### src/rtl/alu8_pkg.sv
package alu8_pkg;
  localparam int unsigned OP_W = 3;

  typedef enum logic [OP_W-1:0] {
    OP_LD  = 3'd0,
    OP_ADC = 3'd1,
    OP_SBC = 3'd2,
    OP_INC = 3'd3,
    OP_DEC = 3'd4
  } alu_op_e;
endpackage

### src/rtl/alu8_addsub.sv
module alu8_addsub #(
  parameter int unsigned WIDTH = 8
) (
  input  logic [WIDTH-1:0] a_i,
  input  logic [WIDTH-1:0] b_i,
  input  logic             cin_i,
  input  logic             sub_i,
  output logic [WIDTH-1:0] sum_o,
  output logic             cout_o,
  output logic             ovf_o
);
  localparam int unsigned MSB = WIDTH - 1;

  logic [WIDTH-1:0] b_eff;
  logic [WIDTH:0]   full;

  // subtract = a + ~b + cin; carry set means no borrow
  assign b_eff  = sub_i ? ~b_i : b_i;
  assign full   = {1'b0, a_i} + {1'b0, b_eff} + {{WIDTH{1'b0}}, cin_i};
  assign sum_o  = full[WIDTH-1:0];
  assign cout_o = full[WIDTH];
  assign ovf_o  = (a_i[MSB] == b_eff[MSB]) && (full[MSB] != a_i[MSB]);
endmodule

### src/rtl/alu8_step.sv
module alu8_step #(
  parameter int unsigned WIDTH = 8
) (
  input  logic [WIDTH-1:0] val_i,
  input  logic             down_i,
  output logic [WIDTH-1:0] val_o
);
  localparam logic [WIDTH-1:0] ONE = WIDTH'(1);

  assign val_o = down_i ? (val_i - ONE) : (val_i + ONE);
endmodule

### src/rtl/alu8_nz.sv
module alu8_nz #(
  parameter int unsigned WIDTH = 8
) (
  input  logic [WIDTH-1:0] val_i,
  output logic             neg_o,
  output logic             zero_o
);
  assign neg_o  = val_i[WIDTH-1];
  assign zero_o = ~|val_i;
endmodule

### src/rtl/alu8_core.sv
module alu8_core
  import alu8_pkg::*;
#(
  parameter int unsigned WIDTH = 8
) (
  input  logic [OP_W-1:0]  op_i,
  input  logic [WIDTH-1:0] acc_i,
  input  logic [WIDTH-1:0] opnd_i,
  input  logic             n_i,
  input  logic             z_i,
  input  logic             v_i,
  input  logic             c_i,
  input  logic             dec_i,
  output logic [WIDTH-1:0] res_o,
  output logic             n_o,
  output logic             z_o,
  output logic             v_o,
  output logic             c_o
);
  logic [WIDTH-1:0] as_sum, step_val;
  logic             as_cout, as_ovf;
  logic             res_n, res_z;
  logic             dec_unused;

  // binary only: decimal flag is deliberately ignored
  assign dec_unused = dec_i;

  alu8_addsub #(.WIDTH(WIDTH)) u_addsub (
    .a_i    (acc_i),
    .b_i    (opnd_i),
    .cin_i  (c_i),
    .sub_i  (op_i == OP_SBC),
    .sum_o  (as_sum),
    .cout_o (as_cout),
    .ovf_o  (as_ovf)
  );

  alu8_step #(.WIDTH(WIDTH)) u_step (
    .val_i  (opnd_i),
    .down_i (op_i == OP_DEC),
    .val_o  (step_val)
  );

  always_comb begin
    res_o = acc_i;
    c_o   = c_i;
    v_o   = v_i;
    case (op_i)
      OP_LD:          res_o = opnd_i;
      OP_ADC, OP_SBC: begin
        res_o = as_sum;
        c_o   = as_cout;
        v_o   = as_ovf;
      end
      OP_INC, OP_DEC: res_o = step_val;
      default:        res_o = acc_i;
    endcase
  end

  alu8_nz #(.WIDTH(WIDTH)) u_nz (
    .val_i  (res_o),
    .neg_o  (res_n),
    .zero_o (res_z)
  );

  always_comb begin
    if (op_i <= OP_DEC) begin
      n_o = res_n;
      z_o = res_z;
    end else begin
      n_o = n_i;
      z_o = z_i;
    end
  end
endmodule

### config.mk
export PLATFORM = sky130hd
export DESIGN_NAME = alu8_core
export DESIGN_NICKNAME = d
export VERILOG_FILES = /design/src/rtl/alu8_pkg.sv /design/src/rtl/alu8_addsub.sv /design/src/rtl/alu8_step.sv /design/src/rtl/alu8_nz.sv /design/src/rtl/alu8_core.sv
export SDC_FILE = /design/constraint.sdc
export NUM_CORES = 1
export LEC_CHECK = 0
export ABC_AREA = 1
export CAP_MARGIN = 10
export CORE_MARGIN = 8
export CORE_UTILIZATION = 60
export DETAILED_ROUTE_END_ITERATION = 7
export DONT_BUFFER_PORTS = 1
export PLACE_DENSITY_LB_ADDON = 0.3
export SYNTH_ARGS = -nofsm -noshare
export SYNTH_HDL_FRONTEND = slang
export SYNTH_SLANG_ARGS = --single-unit
export TNS_END_PERCENT = 1
### constraint.sdc
create_clock -name vclk -period 5.81
set_input_delay 1.4525 -clock vclk [all_inputs]
set_output_delay 1.4525 -clock vclk [all_outputs]
set_load 0.005 [all_outputs]
==> run_results.csv <==
group,metric,value,unit
power,power.switching,73.0,uW
cells_and_area,syn_to_final_growth,2.80,%
route,num_vias,1314,
timing,worstMarginPinSlew,747,ps
job,maxCapViolations,0,
route,post-route-drc-count,0,
power,p_leak,0.000767,uW
floorplan,dieArea,3700,sq um
global_route,grtUsageTotal,16.6,%
route,vias_per_cell,5.03,
power,combPwrFrac,100.0,%
critical_path,endpoint_kind,"primary output",
clock_network,cts_hold_buf,0,
power,seqPwrFrac,0,%
floorplan,core,1920,sq um
floorplan,fp.dieH,60.8,um
global_route,met1_usage,21.1,%
route,wl_per_cell,11.5,um
synthesis,synth_nets,274,
synthesis,synth_area,1210,sq um
outcome,outcome,"completed",
synthesis,synth_top_area_share,24.6,%
synthesis,syn_avg_cell_area,5.15,sq um
cells_and_area,multi_input_area,1010,sq um
timing,rsz0062_at_grt,"false",
cells_and_area,n_sequential_cell,0,
power,internal_power,43.9,uW
critical_path,crit_required,4360,ps
cells_and_area,seqCellArea,0,sq um
placement,port_buffers,0,
synthesis,ys_warn_count,0,
clock_network,cts_resized,0,
global_route,overflow,0,
route,drtPass1Iterations,4,
power,p_per_area,94.3,nW/um^2
power,power,117,uW
cells_and_area,fill_cells,210,
synthesis,ys_top_cells_by_area,"nand2_1, inv_1, ha_1",
cells_and_area,nClkBuffers,0,
timing,slew_headroom,49.8,%
hold_path,min_from,"z_i",
global_route,busiest_layer,"met2",
timing,slew_viol_final,0,
global_route,antenna_found_initial,0,
placement,dp_hpwl,2.69,mm
global_route,met3_usage,0.636,%
timing,fmax,197,MHz
floorplan,io_pins,36,
critical_path,start_kind,"primary input",
timing,finalCritPeriodShare,87.3,%
synthesis,yosys-top-cells-count,"nand2_1, inv_1, nand3_1",
synthesis,synth_top_cell_by_area,"nand2_1",
clock_network,post_cts_buffers,0,
route,drtIter0Drc,52,
cells_and_area,nets,276,
power,clkPwrFrac,0,%
hold_path,hold_depth,2,
placement,place.gp.congestion,0.839,
cells_and_area,diodes,0,
timing,min_period,5070,ps
floorplan,initial_utilization,62.8,%
global_route,grt_first_pass_wirelength,5.00,mm
critical_path,critPathMaxFanout,5,
global_route,grt_max_degree,10,
route,wirelength,3.00,mm
critical_path,crit_type,"primary input to primary output",
power,sw_frac_of_total,62.5,%
global_route,grtUsageMet2,30.3,%
timing,setup_viol,0,
route,postRouteAntennaNets,0,
floorplan,die_x,60.8,um
global_route,grt_pass1_vias,1168,
synthesis,yosysSeqAreaShare,0,%
synthesis,yosys.cell_count.top_type,"nand2_1",
synthesis,netlist-cell-type-count,20,
cells_and_area,drive_gt1_share,5.13,%
synthesis,synthCells,234,
timing,tns,0,ps
power,ir_drop,45.7,uV
critical_path,critical_path_arrival,3620,ps
hold_path,hold_end,"z_o",
hold_path,hold_class,"primary input to primary output",
timing,hold_viol,0,
floorplan,num_rows,16,
kinds of logic (layout without fill, tap and decap cells):
group,count (synthesis),count (layout),synth area share [%]
and+or+nand+nor,144,144,52.8
buffers and inverters,51,51,16.2
adders and majority gates,16,16,18.5
xor gates and xnor gates,9,9,6.54
AOI/OAI and AO/OA,14,14,6.02
power by group through the flow:
stage               combinational (uW)  clock, uW  sequential (uW)
floorplan                         98.3          0                0
global placement                   115          0                0
detailed placement                 117          0                0
CTS                                117          0                0
global route                       136          0                0
finish                             117          0                0
per-layer routing:
| metal | vias to the layer above | part of all wire [%] |
|---|---|---|
| li1 | 730 | - |
| met1 | 558 | 43 |
| met2 | 22 | 51 |
| met3 | 4 | 4.5 |
| met4 | 0 | 1.3 |
| met5 | - | 0 |
layout by cell type (no fill, tap or decap):
| cell type | netlist | routed |
|---|---|---|
| xor2_1 | 3 | 3 |
| inv_2 | 3 | 3 |
| nand2_1 | 79 | 79 |
| o21a_1 | 1 | 1 |
| nand4_1 | 5 | 5 |
| nand3b_1 | 1 | 1 |
| or2_0 | 1 | 1 |
| or2_2 | 4 | 4 |
| nor2_4 | 3 | 3 |
| inv_1 | 47 | 47 |
| nand2_2 | 1 | 1 |
| a21oi_1 | 12 | 12 |
| nand3_1 | 31 | 31 |
| ha_1 | 13 | 13 |
| buf_4 | 1 | 1 |
| o21ai_0 | 1 | 1 |
| xnor2_1 | 6 | 6 |
| nor2_1 | 16 | 16 |
| fa_1 | 3 | 3 |
| nor3_1 | 3 | 3 |
cell type report:
| class | instances | area share [%] |
|---|---|---|
| Inverter | 50 | 15.1 |
| Timing Repair Buffer | 1 | 0.605 |
| Tap cell | 27 | 2.72 |
| Multi-Input combinational cell | 183 | 81.5 |
worst max-delay path by stage:
| stage | startpoint | endpoint | slack, ps | cells past startpoint |
|---|---|---|---|---|
| after CTS | op_i[2] | z_o | 730 | 18 |
| after detailed placement | op_i[2] | z_o | 730 | 18 |
| after floorplan | op_i[2] | z_o | 800 | 18 |
| after global routing | op_i[2] | z_o | 500 | 16 |
| final | op_i[2] | z_o | 740 | 18 |
| after global placement | op_i[2] | z_o | 780 | 18 |
critical path, cell delays in order:
cell and delay, ps:
nor2_1 80, nand2_1 110, xor2_1 180, fa_1 410, fa_1 420, inv_1 90
nand2_1 50, nand2_1 80, nand3_1 70, nand3_1 90, nand2_1 50, inv_1 40
nand2_1 90, nor2_1 100, nand2_1 80, nor2_1 90, nand2_1 50, nand2_1 70
stage by stage:
step	hold WS (ps)	setup slack (ps)	instances	utilization (%)	cell area, sq um
3_3_place_gp	3010	780	261	64.5	1240
5_1_grt	3030	505	261	64.5	1240
6_report	3010	736	261	64.5	1240
4_1_cts	3010	731	261	64.5	1240
3_5_place_dp	3010	735	261	64.5	1240
2_1_floorplan	3000	798	234	-	1210
No activity file was read; power rests on OpenSTA's default activity.
